[src/rtl/physeq_pkg.sv]
package physeq_pkg;

  // Indirect triple inside the PHY register space
  localparam logic [15:0] IND_CTL = 16'h80A0;
  localparam logic [15:0] IND_ADR = 16'h80A1;
  localparam logic [15:0] IND_DAT = 16'h80A2;

  localparam int PAGE_OFS = 'h800;   // page-select word offset in window
  localparam int DEV_W    = 5;
  localparam int OFS_W    = 9;       // register bits addressed inside a page
  localparam int PAGE_W   = 16 - OFS_W;
  localparam int STEP_W   = 3;

  typedef enum logic [1:0] {SEL_CTL, SEL_ADR, SEL_DAT} regSel_e;

  typedef struct packed {
    regSel_e    sel;
    logic       isRead;
    logic       isPoll;
    logic [1:0] ctlVal;
    logic       last;
  } step_t;

  // strobes from control to datapath
  typedef struct packed {
    logic       latchReq;
    logic       pagePhase;
    regSel_e    sel;
    logic [1:0] ctlVal;
    logic       captureRd;
  } strobe_t;

  // Step table: read = poll, addr, start, poll, data
  //             write = poll, addr, data, start|write
  function automatic step_t stepOf(input logic isWr, input logic [STEP_W-1:0] idx);
    step_t s;
    s.sel    = SEL_CTL;
    s.isRead = 1'b1;
    s.isPoll = 1'b1;
    s.ctlVal = 2'd0;
    s.last   = 1'b0;
    case (idx)
      3'd0: ;
      3'd1: begin
        s.sel = SEL_ADR; s.isRead = 1'b0; s.isPoll = 1'b0;
      end
      3'd2: begin
        s.isRead = 1'b0; s.isPoll = 1'b0;
        if (isWr) s.sel = SEL_DAT;
        else      s.ctlVal = 2'd1;
      end
      3'd3: begin
        if (isWr) begin
          s.isRead = 1'b0; s.isPoll = 1'b0; s.ctlVal = 2'd3; s.last = 1'b1;
        end
      end
      default: begin
        s.sel = SEL_DAT; s.isPoll = 1'b0; s.last = 1'b1;
      end
    endcase
    return s;
  endfunction

endpackage

[src/rtl/physeq_datapath.sv]
module physeq_datapath
  import physeq_pkg::*;
#(
  parameter int NUM_PORTS = 4,
  parameter int BUS_AW    = 32,
  parameter int BUS_DW    = 32,
  parameter logic [NUM_PORTS*DEV_W-1:0]  PORT_DEV  = {5'd9, 5'd4, 5'd17, 5'd2},
  parameter logic [NUM_PORTS*BUS_AW-1:0] PORT_BASE = {32'h4003_0000, 32'h4002_0000,
                                                      32'h4001_0000, 32'h4000_0000}
) (
  input  logic                         clk,
  input  logic                         rst,
  input  strobe_t                      strobe,
  input  logic                         reqWrite,
  input  logic [$clog2(NUM_PORTS)-1:0] reqPort,
  input  logic [15:0]                  reqAddr,
  input  logic [15:0]                  reqWdata,
  input  logic [15:0]                  busRdata,
  output logic [BUS_AW-1:0]            busAddr,
  output logic [BUS_DW-1:0]            busWdata,
  output logic [15:0]                  rdData,
  output logic                         isWrite,
  output logic                         busyBit
);
  localparam int PORT_W = $clog2(NUM_PORTS);

  logic [DEV_W-1:0]  devTab  [NUM_PORTS];
  logic [BUS_AW-1:0] baseTab [NUM_PORTS];

  genvar gi;
  generate
    for (gi = 0; gi < NUM_PORTS; gi++) begin : g_lut
      assign devTab[gi]  = PORT_DEV[gi*DEV_W +: DEV_W];
      assign baseTab[gi] = PORT_BASE[gi*BUS_AW +: BUS_AW];
    end
  endgenerate

  logic [PORT_W-1:0] portQ;
  logic              wrQ;
  logic [15:0]       addrQ, wdatQ, rdQ;

  always_ff @(posedge clk) begin
    if (rst) begin
      portQ <= '0;
      wrQ   <= 1'b0;
      addrQ <= '0;
      wdatQ <= '0;
      rdQ   <= '0;
    end else begin
      if (strobe.latchReq) begin
        portQ <= reqPort;
        wrQ   <= reqWrite;
        addrQ <= reqAddr;
        wdatQ <= reqWdata;
      end
      if (strobe.captureRd) rdQ <= busRdata;
    end
  end

  logic [15:0] regAddr, phyWdata;

  always_comb begin
    case (strobe.sel)
      SEL_ADR: begin regAddr = IND_ADR; phyWdata = addrQ; end
      SEL_DAT: begin regAddr = IND_DAT; phyWdata = wdatQ; end
      default: begin regAddr = IND_CTL; phyWdata = {14'd0, strobe.ctlVal}; end
    endcase
  end

  logic [DEV_W-1:0]  curDev;
  logic [BUS_AW-1:0] curBase;
  assign curDev  = devTab[portQ];
  assign curBase = baseTab[portQ];

  assign busAddr  = curBase + (strobe.pagePhase ? BUS_AW'(PAGE_OFS)
                                                : BUS_AW'({regAddr[OFS_W-1:0], 2'b00}));
  assign busWdata = strobe.pagePhase ? BUS_DW'({curDev, regAddr[15 -: PAGE_W]})
                                     : BUS_DW'(phyWdata);
  assign rdData   = rdQ;
  assign isWrite  = wrQ;
  assign busyBit  = busRdata[0];

endmodule

[src/rtl/physeq_ctrl.sv]
module physeq_ctrl
  import physeq_pkg::*;
#(
  parameter int POLL_GAP       = 1250,
  parameter int MAX_BUSY_POLLS = 16
) (
  input  logic    clk,
  input  logic    rst,
  input  logic    reqValid,
  input  logic    isWrite,
  input  logic    busReady,
  input  logic    busyBit,
  output logic    reqReady,
  output logic    busValid,
  output logic    busWrite,
  output logic    done,
  output logic    err,
  output strobe_t strobe
);
  localparam int GAP_W  = $clog2(POLL_GAP + 1);
  localparam int POLL_W = $clog2(MAX_BUSY_POLLS + 1);

  typedef enum logic [2:0] {S_IDLE, S_PAGE, S_ACC, S_GAP, S_DONE} state_e;

  state_e             state;
  logic [STEP_W-1:0]  stepIdx;
  logic [POLL_W-1:0]  pollCnt;
  logic [GAP_W-1:0]   gapCnt;
  logic               errFlag;
  step_t              cur;

  assign cur = stepOf(isWrite, stepIdx);

  always_comb begin
    reqReady = (state == S_IDLE);
    busValid = (state == S_PAGE) || (state == S_ACC);
    busWrite = busValid && ((state == S_PAGE) || !cur.isRead);
    done     = (state == S_DONE);
    err      = (state == S_DONE) && errFlag;
    strobe.latchReq  = (state == S_IDLE) && reqValid;
    strobe.pagePhase = (state == S_PAGE);
    strobe.sel       = cur.sel;
    strobe.ctlVal    = cur.ctlVal;
    strobe.captureRd = (state == S_ACC) && busReady && cur.isRead && !cur.isPoll;
  end

  always_ff @(posedge clk) begin
    if (rst) begin
      state   <= S_IDLE;
      stepIdx <= '0;
      pollCnt <= '0;
      gapCnt  <= '0;
      errFlag <= 1'b0;
    end else begin
      case (state)
        S_IDLE: if (reqValid) begin
          state   <= S_PAGE;
          stepIdx <= '0;
          pollCnt <= '0;
          errFlag <= 1'b0;
        end
        S_PAGE: if (busReady) state <= S_ACC;
        S_ACC: if (busReady) begin
          if (cur.isPoll && busyBit) begin
            if (pollCnt == POLL_W'(MAX_BUSY_POLLS - 1)) begin
              errFlag <= 1'b1;
              state   <= S_DONE;
            end else begin
              pollCnt <= pollCnt + 1'b1;
              gapCnt  <= GAP_W'(POLL_GAP - 1);
              state   <= S_GAP;
            end
          end else if (cur.last) begin
            state <= S_DONE;
          end else begin
            stepIdx <= stepIdx + 1'b1;
            pollCnt <= '0;
            state   <= S_PAGE;
          end
        end
        S_GAP: begin
          if (gapCnt == '0) state <= S_PAGE;
          else              gapCnt <= gapCnt - 1'b1;
        end
        S_DONE:  state <= S_IDLE;
        default: state <= S_IDLE;
      endcase
    end
  end

endmodule

[src/rtl/phy_indirect_seq.sv]
module phy_indirect_seq
  import physeq_pkg::*;
#(
  parameter int NUM_PORTS      = 4,
  parameter int BUS_AW         = 32,
  parameter int BUS_DW         = 32,
  parameter int POLL_GAP       = 1250,
  parameter int MAX_BUSY_POLLS = 16,
  parameter logic [NUM_PORTS*DEV_W-1:0]  PORT_DEV  = {5'd9, 5'd4, 5'd17, 5'd2},
  parameter logic [NUM_PORTS*BUS_AW-1:0] PORT_BASE = {32'h4003_0000, 32'h4002_0000,
                                                      32'h4001_0000, 32'h4000_0000}
) (
  input  logic                         clk,
  input  logic                         rst,
  input  logic                         reqValid,
  output logic                         reqReady,
  input  logic                         reqWrite,
  input  logic [$clog2(NUM_PORTS)-1:0] reqPort,
  input  logic [15:0]                  reqAddr,
  input  logic [15:0]                  reqWdata,
  output logic                         done,
  output logic                         err,
  output logic [15:0]                  rdData,
  output logic                         busValid,
  output logic                         busWrite,
  output logic [BUS_AW-1:0]            busAddr,
  output logic [BUS_DW-1:0]            busWdata,
  input  logic                         busReady,
  input  logic [15:0]                  busRdata
);
  strobe_t strobe;
  logic    isWrite, busyBit;

  physeq_ctrl #(
    .POLL_GAP(POLL_GAP), .MAX_BUSY_POLLS(MAX_BUSY_POLLS)
  ) u_ctrl (
    .clk(clk), .rst(rst), .reqValid(reqValid), .isWrite(isWrite),
    .busReady(busReady), .busyBit(busyBit), .reqReady(reqReady),
    .busValid(busValid), .busWrite(busWrite), .done(done), .err(err),
    .strobe(strobe)
  );

  physeq_datapath #(
    .NUM_PORTS(NUM_PORTS), .BUS_AW(BUS_AW), .BUS_DW(BUS_DW),
    .PORT_DEV(PORT_DEV), .PORT_BASE(PORT_BASE)
  ) u_dp (
    .clk(clk), .rst(rst), .strobe(strobe), .reqWrite(reqWrite),
    .reqPort(reqPort), .reqAddr(reqAddr), .reqWdata(reqWdata),
    .busRdata(busRdata), .busAddr(busAddr), .busWdata(busWdata),
    .rdData(rdData), .isWrite(isWrite), .busyBit(busyBit)
  );

endmodule

[config.mk]
export PLATFORM = sky130hd
export DESIGN_NAME = phy_indirect_seq
export DESIGN_NICKNAME = d
export VERILOG_FILES = /design/src/rtl/physeq_pkg.sv /design/src/rtl/physeq_datapath.sv /design/src/rtl/physeq_ctrl.sv /design/src/rtl/phy_indirect_seq.sv
export SDC_FILE = /design/constraint.sdc
export NUM_CORES = 1
export LEC_CHECK = 0
export ABC_AREA = 1
export BUFFER_PORTS_ARGS = -buffer_cell sky130_fd_sc_hd__buf_2
export CAP_MARGIN = 20
export CELL_PAD_IN_SITES_DETAIL_PLACEMENT = 0
export CELL_PAD_IN_SITES_GLOBAL_PLACEMENT = 1
export CORE_ASPECT_RATIO = 1.5
export CORE_MARGIN = 8
export CORE_UTILIZATION = 34
export CTS_CLUSTER_SIZE = 25
export DETAILED_ROUTE_END_ITERATION = 12
export HOLD_SLACK_MARGIN = 0.06
export PLACE_DENSITY_LB_ADDON = 0.1
export SLEW_MARGIN = 20
export SYNTH_ARGS = -nofsm -noshare
export SYNTH_HDL_FRONTEND = slang
export SYNTH_SLANG_ARGS = --single-unit
[constraint.sdc]
create_clock -name clk -period 3 [get_ports clk]
set_clock_uncertainty 0.2 [all_clocks]
set_input_delay 0.3 -clock clk [delete_from_list [all_inputs] [get_ports clk]]
set_output_delay 0.3 -clock clk [all_outputs]
set_load 0.005 [all_outputs]
[Word level (Yosys, flattened, before mapping)]
Cells that the tools add are included.
Storage, ports and cells
  bits in registers: 74
  latch bits: 0
  RAM bits: 0
  bits in read-only memories: 0
  input bits: 55
  output and inout port bits: 85
  word-level logic and storage cells: 109
  memories: 0
Operators by class
  $add $sub $neg: 4
  multiply operators: 0
  divide/modulo/power cells: 0
  $lt $le $gt $ge: 1
  equal/unequal tests: 22
  shift-type cells: 0
  muxes and demuxes: 47
  bitwise gates (word level): 1
  reduce and logical (&&, ||, !) cells: 24
Operator list (count)
  $bmux W32 S2: 1
  $mux W32: 2
  $mux W11: 4
  $mux W5: 8
  $mux W3: 11
  $add A32 B32 Y32: 1
  $pmux W16 S2: 1
  $pmux W11 S2: 1
  $reduce_and A5 Y1: 4
  $ne A2 B2 Y1 const B: 9
  $mux W16: 1
  $eq A3 B2 Y1 const B: 4
  $mux W12: 1
  $pmux W3 S4: 1
  $logic_not A11 Y1: 1
  $sub A11 B1 Y11 const B: 1
  $bmux W5 S2: 1
  $pmux W5 S2: 1
  $pmux W1 S2: 4
  $pmux W2 S2: 2
  $logic_and A1 B1 Y1: 7
  $eq A3 B1 Y1 const B: 2
  $logic_not A3 Y1: 2
  $ne A3 B3 Y1 const B: 2
  19 further kinds: 27

[Depth between registers and ports, before layout]
Gate-level depths: netlist of the first run.
  word-level depth: 7
  mapped depth: 12
  gate-level depth less buffers: 12

[Cells and area by module]
Synthesis of the first run repeated with hierarchy kept, for this count alone.
Unflattened totals
  cell total of the unflattened synthesis: 620
  area total of the unflattened synthesis: 4339.2 um^2
Modules (own cells, without submodules)
  physeq_datapath: times used 1, cells an instance 360, area an instance 2718.9 um^2, seq. area each 1021.0 um^2
  physeq_ctrl: times used 1, cells an instance 260, area an instance 1620.3 um^2, seq. area each 460.4 um^2

[Worst setup path before layout of the first run]
Ideal clock, no wire load.
  path type: reg-to-output
  from: reg u_ctrl.stepIdx[0]
  to: out busWdata[0]
  arrival time: 1.925 ns
  slack: 0.575 ns
  cell stages (with the launch flop): 12
  path buffers: 0
  cells stage by stage: dfxtp_1 -> inv_1 -> ha_1 -> o21ai_0 -> nand3b_1 -> o21ai_0 -> inv_1 -> ha_1 -> inv_1 -> a21oi_1 -> o21a_1 -> nor3_1
Between the ends
  longest elaborated chain between the ends: 6
RTL lines
  start: declaration: line physeq_ctrl.sv:26  | logic [STEP_W-1:0] stepIdx;
  start signal: assignment: line physeq_ctrl.sv:76  | stepIdx <= stepIdx + 1'b1;
  $eq A3 B2 Y1 or $logic_not A3 Y1 (tied branches): line physeq_pkg.sv:42  | case (idx)
  $reduce_or A2 Y1 (no source line)
  $pmux W2 S3: line physeq_pkg.sv:42
  $eq A2 B2 Y1 or $eq A2 B1 Y1 (tied branches): line physeq_datapath.sv:63  | case (strobe.sel)
  $pmux W16 S2 *: line physeq_datapath.sv:63
  $mux W16 *: line physeq_datapath.sv:77  | assign busWdata = strobe.pagePhase ? BUS_DW'({curDev, regAddr[15 -: PAGE_W]})
  end: declaration: line phy_indirect_seq.sv:27  | output logic [BUS_DW-1:0] busWdata,
Every way passes the cells marked *; elsewhere a longest branch is shown, timed or not.

[Worst setup path after layout of the first run]
Same ends and word-level chain as after synthesis.

==> results of run 1 <==
[critical path: cells and delay by family, from the launching register on]
family | cells | cell delay [ns]
fa+ha+maj | 3 | 0.72
compound gates | 3 | 0.39
flops | 1 | 0.34
buf+inv | 3 | 0.28
simple gates | 2 | 0.27
[cell usage in the layout (no fill, tap or decap), types with 10 or more instances in the layout]
cell type,count
ha_1,10
inv_1,55
dlygate4sd3_1,45
nand2_1,136
dfxtp_1,73
nor2_1,74
conb_1,41
a21oi_1,58
buf_2,98
o21ai_1,11
nand3_1,26
o21ai_0,33
[cells by family (layout without fill, tap and decap cells)]
logic type / after synthesis / after routing
adders and majority gates: 12 / 12
xor gates and xnor gates: 2 / 2
buffers and inverters: 123 / 226
DFF: 74 / 74
other: 2 / 41
and+or+nand+nor: 262 / 262
AOI/OAI and AO/OA: 117 / 117
[repair_timing]
item,4_1_cts,5_1_grt
resized for setup,5,6
endpoints found under the setup margin,15,16
endpoints found under the hold margin,45,0
hold buffers,45,0
setup buffers,0,2
pin swaps,0,1
[metal layers]
layer	up-vias	global-route usage
met1	1876	0.166
met5	-	0
met3	16	0.0290
li1	2090	-
met4	0	0.0674
met2	74	0.279
[cell usage after synthesis]
| library cell | number | area [sq um] |
|---|---|---|
| inv_2 | 1 | 3.75 |
| o21a_1 | 2 | 15.0 |
| nand3_2 | 3 | 30.0 |
| nor3_2 | 1 | 10.0 |
| o22ai_1 | 6 | 37.5 |
| nor3b_1 | 1 | 7.51 |
| xor2_1 | 1 | 8.76 |
| nand2_2 | 3 | 18.8 |
| o21ai_0 | 35 | 175 |
| inv_1 | 56 | 210 |
| dfxtp_1 | 74 | 1480 |
| clkbuf_1 | 16 | 60.1 |
| buf_4 | 43 | 323 |
| or2_2 | 1 | 6.26 |
| a211oi_1 | 2 | 15.0 |
| nor2_1 | 74 | 278 |
| o211ai_1 | 1 | 7.51 |
| nand3_1 | 26 | 130 |
| o21ai_1 | 10 | 50.1 |
| ha_1 | 12 | 150 |
| xnor2_1 | 1 | 8.76 |
| conb_1 | 2 | 7.51 |
| clkinv_2 | 1 | 5.00 |
| nand2_1 | 137 | 514 |
| nor3_4 | 1 | 16.3 |
| nand3b_1 | 3 | 22.5 |
| a21oi_1 | 59 | 295 |
| nor4_1 | 1 | 6.26 |
| nor3_1 | 5 | 25.0 |
| nand4_1 | 6 | 37.5 |
| a221oi_1 | 2 | 17.5 |
| buf_2 | 5 | 25.0 |
| buf_6 | 1 | 11.3 |
[power by group through the flow]
stage | Sequential, mW | Combinational (mW) | Clock (mW)
final | 1.38 | 2.33 | 1.19
after global routing | 1.42 | 2.65 | 1.25
after CTS | 1.38 | 2.25 | 1.22
after detailed placement | 1.40 | 2.17 | 0
after global placement | 1.39 | 2.14 | 0
after floorplan | 1.35 | 1.53 | 0
[state kept, by name, indices dropped and copies added, names as in the netlist]
register        flops
u_ctrl.stepIdx      3
u_dp.wdatQ         16
u_ctrl.state        3
u_dp.addrQ         16
u_dp.isWrite        1
u_ctrl.pollCnt      5
u_dp.portQ          2
u_ctrl.gapCnt      11
u_dp.rdData        16
u_ctrl.errFlag      1
[worst min-delay path by stage]
stage,to,from,slack [ns],cells after the start
final,u_dp.wdatQ[6]$_SDFFE_PP0P_,reqWdata[6],0.07,3
after global routing,u_dp.wdatQ[6]$_SDFFE_PP0P_,reqWdata[6],0.08,3
after CTS,u_dp.addrQ[7]$_SDFFE_PP0P_,reqAddr[7],0.06,3
after detailed placement,u_dp.wdatQ[6]$_SDFFE_PP0P_,u_dp.wdatQ[6]$_SDFFE_PP0P_,0.25,2
after global placement,u_dp.wdatQ[6]$_SDFFE_PP0P_,u_dp.wdatQ[6]$_SDFFE_PP0P_,0.25,2
after floorplan,u_dp.wdatQ[7]$_SDFFE_PP0P_,u_dp.wdatQ[7]$_SDFFE_PP0P_,0.23,2
[metrics by stage]
step                      std cells  hold slack (ns)  cell area [sq um]
final                           884           0.0681               5310
after global routing            884           0.0795               5310
after CTS                       882           0.0643               5280
after detailed placement        822            0.250               4490
after global placement          822            0.248               4490
after floorplan                 631            0.229               4160
[cell type report]
| type | count | area (sq um) | area share |
|---|---|---|---|
| sequential | 74 | 1480 | 0.279 |
| multi-input combinational | 434 | 2070 | 0.389 |
| clock inverter | 4 | 73.8 | 0.0139 |
| timing repair buffer | 153 | 1030 | 0.194 |
| inverter | 58 | 219 | 0.0412 |
| tap | 150 | 188 | 0.0353 |
| clock buffer | 11 | 253 | 0.0476 |
==> results by stage, run 1 <==
GRT:
- The leftover overflow at the end of global routing is 0.
- The via count of the first global-routing pass is 3953.
- The global-route wire length before repair is roughly 19000 um.
- Entering global routing, the biggest net connects 36 pins.
- The number of antenna violations at the first check in global routing is 0.
- For this run, the total global-route usage over all layers was measured as 0.152.

Power and ir drop:
- The leakage power figure is between 2 and 2.5 nW.
- Power spread over the standard cell area amounts to 923 nW/um^2.
- The largest vdd supply drop is approximately 0.30 mV.
- The switching power summed over all nets is approximately 2.0 mW.
- Cell internal power was estimated by the tool at about 2.9 mW.
- The share of total power dissipated in the clock network is 0.243.
- The part of the total power dissipated in sequential elements is 0.282.
- Of the total power, combinational logic draws 0.475.
- The switching power as a share of total power is 0.413.
- The sum of internal, switching and leakage power is roughly 5 mW.

Clocking:
- Counting along the longest clock path gives a buffer depth of 2.
- Clock-pin slew was measured on the worst setup and hold paths at about 0.06 ns.
- The clock latency of the later-clocked register in the worst-skew pair is 0.33 ns.
- TritonCTS built the clock tree.
- Clock tree synthesis inserted a total of 9 buffers.
- The total number of H-tree levels is 3.
- The clock sink total is between 70 and 80.
- Clock tree synthesis selected as its root buffer the cell clkbuf_16.

Drt:
- Once detail routing completed, the nets flagged for antenna violations numbered 0.
- The amount of wire on met2 after detailed routing is 6500 um.
- After the first detailed-routing iteration, the DRC count stood at 106.
- The remaining routing DRC violations is 0.
- The total wire length after detailed routing is about 12000 um.
- In the routed layout, each cell is associated on average with a via count of about 4.6.
- Wire segments on met3 add up to 352 um in the final route.
- The detailed-router iteration count before antenna repair is 4.
- Dividing the detail-routed wire length by the instance count gives between 10 and 15 um.
- After detailed routing, no signal wire sits above met4.
- The total vias in the final route is ~4100.
- For this block, wires on met1 add up to around 5000 um.

Timing:
- The tightest slew margin relative to the limit is 0.546.
- The number of pins with negative max-slew slack in the final report is 0.
- The time the final worst path needs with I/O delays and setup is approximately 2.8 ns.
- Setup repair after global routing left no endpoint under its margin.
- Adding up every negative setup slack in the final design gives 0 ns.
- The hold violation count in the final report was 0.
- Dividing the final minimum period by the clock period gives 0.944.
- The slew at the pin closest to its max-slew limit is between 0.6 and 0.7 ns.
- The number of setup violations in the final report is 0.
- The slack of the critical path is around 0.17 ns.
- For this run, the top clock speed supported by timing is 0.353 GHz.

Floorplan:
- The height of the die is 149 um.
- The floorplan die area is 15600 sq um.
- In this run the core area contains 48 standard-cell rows.
- The initial utilization of the core area, before any placement, comes to 0.348.
- Measured along the x axis, the die boundary spans ~100 um.
- The I/O pin total is 140.
- The placeable core region is ~12000 sq um.

Critical path:
- The critical path starts at u_ctrl.stepIdx[0]$_SDFFE_PP0P_.
- The worst setup path category is register to primary output.
- The category of the worst setup path launch point is a register.
- For the worst flop-to-flop path, the logic depth is 10.
- The biggest cell delay along the critical path is roughly 0.34 ns.
- On the critical path, the stage with the largest delay is an instance of dfxtp_2.
- The endpoint identified for the worst register-to-register timing path is u_ctrl.gapCnt[3]$_SDFFE_PP0P_.
- At the worst endpoint, the required time is ~2.5 ns.
- STA classifies the critical path endpoint as a primary output.
- The worst register-to-register path has a setup slack of 0.52 ns.
- Walking the worst path, the cells encountered are ha_1 -> ha_1 -> nand3b_1 -> o21ai_2 -> inv_1 -> ha_4 -> inv_2 -> a21oi_2 -> o21a_1 -> nor3_2 -> buf_2.
- The arrival time at the worst endpoint is 2.33 ns.
- In this run the worst path has a maximum fanout of 4.
- The reg-to-reg critical path startpoint is u_ctrl.stepIdx[1]$_SDFFE_PP0P_.
- By instance count, the cell type seen most on the critical path is ha_1.
- The critical path ends at busWdata[0].

Synth:
- In this run, synthesis produced a sequential element count of 74.
- The number of warning messages in the yosys log is 0.
- Of the total synthesized cell area, the portion taken by XOR and XNOR cells is 0.00437.
- The adder and majority cell fraction of the synthesized area is 0.0374.
- By area, the combinational part of the netlist is dominated by simple AND/OR/NAND/NOR gates.
- The multiplexer fraction of the synthesized cell area is 0.
- Of the total synthesized cell area, the portion taken by AND, OR, NAND and NOR gates is 0.275.
- The post-synthesis cell area is around 4000 sq um.
- The sequential element share of the synthesized area is 0.369.
- The complex-gate fraction of the synthesized area is 0.153.
- Each instance of the synthesized netlist takes up on average ~6.8 sq um.
- The synthesized instance count is between 500 and 600.
- The number of distinct standard cells referenced by the synthesized netlist is 33.

Place:
- After legalization and detailed placement, the total HPWL measured about 8800 um.
- The congestion estimate from routability-driven global placement came to around 0.77.
- Before CTS, the worst setup slack after placement is around 0.24 ns.
- The count of input and output buffers is between 90 and 100.

Final layout:
- The proportion of layout cells with a drive suffix above 1 is 0.193.
- After the last flow step, the layout net total stands at about 800.
- For this run, the share of the core covered by cells in the final layout is 0.461.
- The fill cell instance count of the final layout is between 1000 and 1500.
- The repair_antennas step left the layout with diodes totalling 0.
- From synthesis to final layout, the design area changed by 32.4%.

Job:
- Across the run, the number of max-cap violations was 0.

Outcome:
- The flow ran to the end, and the final reports show no timing, DRC or antenna violations.

Hold path:
- The worst hold path belongs to the class primary input to register.
No activity file was read; power rests on OpenSTA's default activity.
==> inputs of run 2 (changes only) <==
- CORE_UTILIZATION: 34 -> 36
- SYNTH_HIERARCHICAL: unset -> 1
==> results by stage, run 2 <==
Synth:
- The most frequently used cell type in the post-synthesis netlist is nand2_1.
- In the synthesized netlist the dominant register cell turns out to be dfxtp_1.
- The average instance area after synthesis is 7.00 sq um.
- Counting instances in the post-synthesis netlist gives the leading cell types as 207 x nand2_1, 74 x dfxtp_1, 55 x a21oi_1.
- The number of enable flip-flop cells after synthesis is 0.
- For this run, the register share of the synthesized area comes to 0.341.
- Of the post-synthesis cell area, the dominant cell type holds 0.341.
- Yosys printed 6 warnings.
- By area the synthesized netlist is led by dfxtp_1 34%, nand2_1 18%, buf_4 8.7%, a21oi_1 6.3%, a21oi_2 4.4%.
- The cell type with the highest aggregate area in the netlist is dfxtp_1.
- The post-synthesis cell area is 4340 sq um.
- Synthesis produced a netlist whose cell count is 620.
- The synthesized design contains 74 register bits.
- The number of distinct standard cells referenced by the synthesized netlist is 38.
- After synthesis, the share of flip-flops with an asynchronous set or reset is 0.

Power and ir drop:
- Overall power consumption after layout is estimated at 4.16 mW.
- Across the VDD grid, the largest voltage drop is 0.390 mV.
- The leakage power figure is around 2.5 nW.
- The power density over the cells is between 700 and 800 nW/um^2.

Drt:
- Dividing the detail-routed wire length by the instance count gives roughly 14 um.
- The ratio of routed vias to standard cells is roughly 4.5.
- The total wire length after detailed routing is around 13000 um.
- The total vias in the final route is between 4000 and 5000.
- The detail route stage leaves a number of antenna-violating nets equal to 0.
- The detailed-router iteration count before antenna repair is 4.
- The remaining routing DRC violations is 0.
- The number of DRC markers in iteration 0 is 147.

Place:
- The final RePlAce weighted congestion is 0.779.
- The count of input and output buffers is just under 100.
- The detailed placer's ending HPWL is a little over 9000 um.
- The worst-case setup slack after placement is approximately 0.31 ns.

Timing:
- Measured against its own limit, the worst slew margin works out to 0.641.
- Derived from the worst setup path, the maximum achievable clock frequency is roughly 0.35 GHz.
- The number of pins with negative max-slew slack in the final report is 0.
- Summed over all failing endpoints, the final setup total negative slack is 0 ns.
- Setup repair after global routing left no endpoint under its margin.
- For the pin with the worst max-slew slack, the measured transition is roughly 0.54 ns.
- The hold violation count in the final report is 0.
- The slack of the critical path is 0.179 ns.
- Setup violations remaining at the end of the flow were counted as 0.
- The time the final worst path needs with I/O delays and setup is about 2.8 ns.
- The final clock period utilization by the worst path is 0.940.

Final layout:
- The library cell used most frequently in the layout, excluding fill and tap cells, is nand2_1.
- The antenna diode instance count is 0.
- Leaving out fill and tap cells, the most frequent cells in the layout are 207 x nand2_1, 98 x buf_2, 74 x dfxtp_1.
- The proportion of layout cells with a drive suffix above 1 is 0.239.
- The growth of design area from synthesis to finish is 26.5%.
- The net count of the finished layout is ~820.
- The fill cell instance count of the final layout is roughly 1200.
- The utilization of the core after routing is 0.462.

Critical path:
- The element type at the critical path end is a primary output.
- The category of the worst setup path launch point is a register.
- The critical path is of the register to primary output type.
- The arrival time at the worst endpoint is between 2 and 2.5 ns.
- The reg-to-reg critical path startpoint is u_ctrl/stepIdx[0]$_SDFFE_PP0P_.
- Tracing the worst setup path back leads to its startpoint at u_ctrl/stepIdx[0]$_SDFFE_PP0P_.
- In this run the worst path has a maximum fanout of 5.
- STA puts the critical path data required time at roughly 2.5 ns.

Floorplan:
- Measured along the x axis, the die boundary spans roughly 110 um.
- The floorplan step defined a core boundary enclosing between 10000 and 15000 sq um.
- The height of the die is about 150 um.
- The floorplan die area is around 16000 sq um.
- The total number of placement rows is around 50.
- The I/O pin total is 140.
- The initial cell density of the core is 0.365.

Clocking:
- Buffers inserted during clock tree synthesis total 9.
- Clock latency on the worst-skew pair, taken at its later pin, is 0.34 ns.
- CTS placed an instance of clkbuf_16 at the clock tree root.
- The clock transition at the registers of the reported paths is about 0.06 ns.
- TritonCTS built the clock tree.
- The clock net in this run drives a total of 74 sinks.
- The total number of H-tree levels is 3.
- The maximum root-to-sink buffer count is 2.

GRT:
- The first global-routing pass estimated between 20000 and 25000 um of wire.
- The via count of the first global-routing pass came to between 3000 and 4000.
- In the global route stage, overall resource usage came out at 0.156.
- The number of antenna violations at the first check in global routing was 0.
- The maximum number of pins on one net before global-route repair is 48.
- For this run the aggregate overflow at the end of global routing stands at 0.

Job:
- The reported max-cap violation count is 0.

Hold path:
- The source of the worst hold timing path is reqWdata[7].
- The class of the most critical hold timing path is primary input to register.

Outcome:
- The flow ran to the end, and the final reports show no timing, DRC or antenna violations.
## run 2: cell count changes in the layout (fill, tap and decap cells not counted), sizes merged, moves of 3 or more
cell         delta
a21oi          +18
buf             -3
clkinvlp        +3
dlygate4sd3     +5
inv             -6
nand2          +87
nand3b          -3
nor2           -28
o21ai          -29
o22ai           -6
## run 2: cell type report
class	count	area (sq um)	share of cell area
multi-input combinational	468	2280	0.415
tap	153	191	0.0349
clock inverter	7	60.1	0.0109
timing repair buffer	155	1060	0.192
sequential	74	1480	0.270
inverter	49	195	0.0356
clock buffer	9	225	0.0410
## run 2: final timing paths
kind,to,depth (start not counted),slack [ns]
max,busWdata[0],10,0.18
min reg2reg,u_dp/rdData[11]$_SDFFE_PP0P_,2,0.26
max reg2reg,u_ctrl/gapCnt[0]$_SDFFE_PP0P_,10,0.71
min,u_dp/wdatQ[7]$_SDFFE_PP0P_,3,0.07
## run 2: cells by family (layout without fill, tap and decap cells)
| kind of cell | after synthesis | count (layout) | synth area share |
|---|---|---|---|
| AOI/OAI and AO/OA | 96 | 96 | 0.133 |
| adders and majority gates | 12 | 12 | 0.0346 |
| other | 2 | 41 | 0.00173 |
| and+or+nand+nor | 316 | 316 | 0.311 |
| DFF | 74 | 74 | 0.341 |
| xor gates and xnor gates | 3 | 3 | 0.00606 |
| buffers and inverters | 117 | 220 | 0.172 |
## run 2: per-stage QoR
stage	hold WS, ns	cell area, sq um	std cells
2_1_floorplan	0.235	4490	659
3_3_place_gp	0.247	4670	846
3_5_place_dp	0.251	4670	846
4_1_cts	0.0612	5460	912
5_1_grt	0.0653	5490	915
6_report	0.0692	5490	915
## run 2: worst max-delay path, cell delays in order (launching register included)
cell and delay, ns:
dfxtp_1 0.33, ha_1 0.22, ha_1 0.22, a21oi_1 0.12, nand2_1 0.10, o21ai_1 0.13, ha_2 0.32, inv_1 0.13
o21ai_0 0.09, nor2_1 0.17, buf_2 0.14
## run 2: routing by layer
layer | GRT usage | up-vias | part of all wire
met2 | 0.288 | 75 | 0.54
met3 | 0.0411 | 10 | 0.041
met4 | 0.0403 | 0 | 0.0095
met1 | 0.172 | 1856 | 0.41
met5 | 0 | - | 0
li1 | - | 2143 | -
## run 2: repair_timing
item	in CTS	in global routing
cloned	0	0
setup buffers	0	3
resized for setup	1	4
hold buffers	50	0
pin swaps	0	2
setup endpoints to repair	4	12
hold endpoints to repair	50	0
## run 2: report_power, final
part           leakage [nW]  switching [mW]  internal, mW  total, mW
Sequential            0.603           0.120          1.14       1.26
Combinational          1.77            1.19         0.669       1.86
Clock                 0.131           0.462         0.574       1.04
==> inputs of run 3 (changes only) <==
- CORE_UTILIZATION: 36 -> 34
- PLACE_DENSITY: unset -> 0.76
- PLACE_DENSITY_LB_ADDON: 0.1 -> unset
- SYNTH_HIERARCHICAL: 1 -> unset
==> results by stage, run 3 (same netlist as run 1, synthesis figures left out) <==
Critical path:
- Among all stages on the critical path, the largest delay is contributed by dfxtp_2.
- Traced cell by cell, the critical path runs through ha_1 -> ha_1 -> nand3b_1 -> o21ai_2 -> inv_1 -> ha_4 -> inv_2 -> a21oi_2 -> o21a_1 -> nor3_2 -> buf_2.
- The kind of cell with the highest combined delay along the critical path is adder cells.
- The critical path crosses 11 cells after its start point.
- The number of cells on the worst reg-to-reg path is 10.
- STA classifies the critical path startpoint as a register.
- The arrival time at the worst endpoint is 2.37 ns.
- Counting both buffers and inverters, the worst setup path holds a total of 3.
- The element type at the critical path end is a primary output.
- The biggest cell delay along the critical path is 0.34 ns.
- The critical path in this run is classified as register to primary output.
- In this run the worst path has a maximum fanout of 4.
- For the worst setup path, the data required time is approximately 2.5 ns.
- The most prevalent standard cell on the critical path is ha_1.

Drt:
- The total vias in the final route is between 4000 and 5000.
- The routed design has ~12000 um of wire.
- The final routed wire length divided by cell count is roughly 13 um.
- In the routed design, unresolved DRC markers number 0.
- The detailed-router iteration count before antenna repair is 6.
- The highest metal layer with signal wires is met4.
- For this block, the initial DRC count from the detailed router was ~150.
- In the routed layout, each cell is associated on average with a via count of 4.59.
- The sum of routed wire segments on met1 is between 4000 and 5000 um.
- The routed length on met3 is 583 um.
- The amount of wire on met2 after detailed routing is about 6000 um.
- The detail route stage leaves a number of antenna-violating nets equal to 0.

Final layout:
- Compared with the post-synthesis result, the final layout area differs by 30.7%.
- The multi-input combinational cells in the finished layout cover a total of 2080 sq um.
- The sequential cell area is between 1000 and 1500 sq um.
- The net count of the finished layout is around 790.
- Leaving out fill and tap cells, the most frequent cells in the layout are 136 x nand2_1, 98 x buf_2, 74 x nor2_1.
- Leaving out filler cells and counting taps, the final layout contains 880.
- The number of antenna diodes in the final layout is 0.
- The most frequent standard cell in the layout excluding fill and tap cells is nand2_1.
- The layout has between 1000 and 1500 filler cells.
- The area of all placed cells without fillers is between 5000 and 6000 sq um.
- The proportion of layout cells with a drive suffix above 1 is 0.193.

Place:
- Buffers placed on the I/O ports in this run total ~100.
- The final RePlAce weighted congestion is 0.821.
- Counting tap cells, the placed design contains a total of 821 instances.
- Summing all placed instances gives a cell area of ~4500 sq um.
- Once detailed placement completed, the half-perimeter wirelength came to 8440 um.

Clocking:
- After clock tree synthesis, the clock-pin slew on the worst setup and hold paths is approximately 0.060 ns.
- The clock tree root driver cell is clkbuf_16.
- The clock latency of the later-clocked register in the worst-skew pair is approximately 0.34 ns.
- The number of clock buffers added by TritonCTS is 9.
- The total number of H-tree levels is 3.
- The TritonCTS clock tree is done.
- The clock passes through at most 2 buffers.
- The clock sink total is between 70 and 80.

Timing:
- The hold violation count in the final report is 0.
- The number of pins with negative max-slew slack in the final report is 0.
- The final clock period utilization by the worst path is 0.956.
- The smallest clock period supported by the final layout is computed as 2.87 ns.
- Measured against its own limit, the worst slew margin works out to 0.656.
- The slew at the pin closest to its max-slew limit is 0.515 ns.
- The number of setup violations in the final report is 0.
- Setup repair after global routing left no endpoint under its margin.
- The fmax is approximately 0.35 GHz.
- Setup total negative slack on the finished layout was measured at 0 ns.

Power and ir drop:
- The leakage power figure is 2.45 nW.
- The power density over the cells is approximately 900 nW/um^2.
- The sum of internal, switching and leakage power is 4.74 mW.
- IR analysis of the VDD net gives a maximum drop of 0.375 mV.

Job:
- Max-cap violations in this run came to 0.

GRT:
- Across every metal layer, demand over resource in global routing totals 0.144.
- The via count of the first global-routing pass is just over 4000.
- Entering global routing, the biggest net connects 43 pins.
- The number of antenna violations at the first check in global routing came to 0.
- The first global-routing pass estimated about 19000 um of wire.
- For this run the aggregate overflow at the end of global routing stands at 0.

Hold path:
- The tightest min-delay check is of the primary input to register type.
- Along the worst hold path, the cell count comes to 3.

Floorplan:
- The die covers 15600 sq um.
- The placeable core region is ~12000 sq um.
- In this run the count of I/O pins placed on the die edge is between 100 and 150.
- The initial utilization of the core area, before any placement, comes to 0.348.
- The overall die width is about 100 um.
- From bottom edge to top edge, the die measures around 150 um.
- The initialized floorplan defines 48 standard-cell rows.

Outcome:
- The flow ran to the end, and the final reports show no timing, DRC or antenna violations.
-- run 3: cell count changes in the layout (fill, tap and decap cells not counted), sizes merged, moves of 3 or more --
cell / change
nand2: -87
inv: +5
nand3b: +3
o21ai: +29
nor2: +28
a21oi: -18
dlygate4sd3: -7
clkinv: +3
o22ai: +6
-- run 3: what timing repair did --
action | 4_1_cts | 5_1_grt
endpoints found under the setup margin | 16 | 16
pin swaps | 0 | 1
hold buffers | 43 | 0
resized for setup | 6 | 8
endpoints found under the hold margin | 43 | 0
setup buffers | 0 | 1
-- run 3: where the power goes --
| group | internal, mW | switching [mW] |
|---|---|---|
| registers | 1.22 | 0.162 |
| logic | 0.886 | 1.43 |
| clock network | 0.637 | 0.404 |
-- run 3: path summary, 6_finish.rpt --
check                            startpoint                             to  slack (ns)
max          u_ctrl.stepIdx[0]$_SDFFE_PP0P_                    busWdata[0]        0.13
min                              reqAddr[8]     u_dp.addrQ[8]$_SDFFE_PP0P_        0.06
max reg2reg  u_ctrl.stepIdx[1]$_SDFFE_PP0P_  u_ctrl.gapCnt[8]$_SDFFE_PP0P_        0.54
min reg2reg     u_dp.wdatQ[11]$_SDFFE_PP0P_    u_dp.wdatQ[11]$_SDFFE_PP0P_        0.26
-- run 3: worst register-to-register path, cell delays in order (launching register included) --
cell     delay [ns]
dfxtp_1        0.37
ha_1           0.20
ha_1           0.21
nand3_1        0.09
nand2_1        0.20
nand2_1        0.16
nand2_1        0.13
nand3_2        0.28
inv_1          0.33
nand2_1        0.09
a21oi_1        0.12
-- run 3: final cells by class --
class,instances,share of cell area
Multi-Input combinational cell,434,0.398
Timing Repair Buffer,149,0.187
Clock inverter,5,0.0107
Inverter,58,0.0418
Tap cell,150,0.0358
Clock buffer,10,0.0437
Sequential cell,74,0.283
-- run 3: metal layers --
metal,track usage,up-vias
met3,0.0385,18
met2,0.266,110
li1,-,2085
met1,0.151,1829
met5,0,-
met4,0.0602,0
-- run 3: metrics by stage --
step | hold slack [ns] | util | setup slack [ns]
after floorplan | 0.229 | - | 0.575
after global placement | 0.250 | 0.387 | 0.325
after detailed placement | 0.251 | 0.387 | 0.220
after CTS | 0.0603 | 0.450 | 0.00307
after global routing | 0.0722 | 0.454 | 0.0103
final | 0.0630 | 0.454 | 0.133
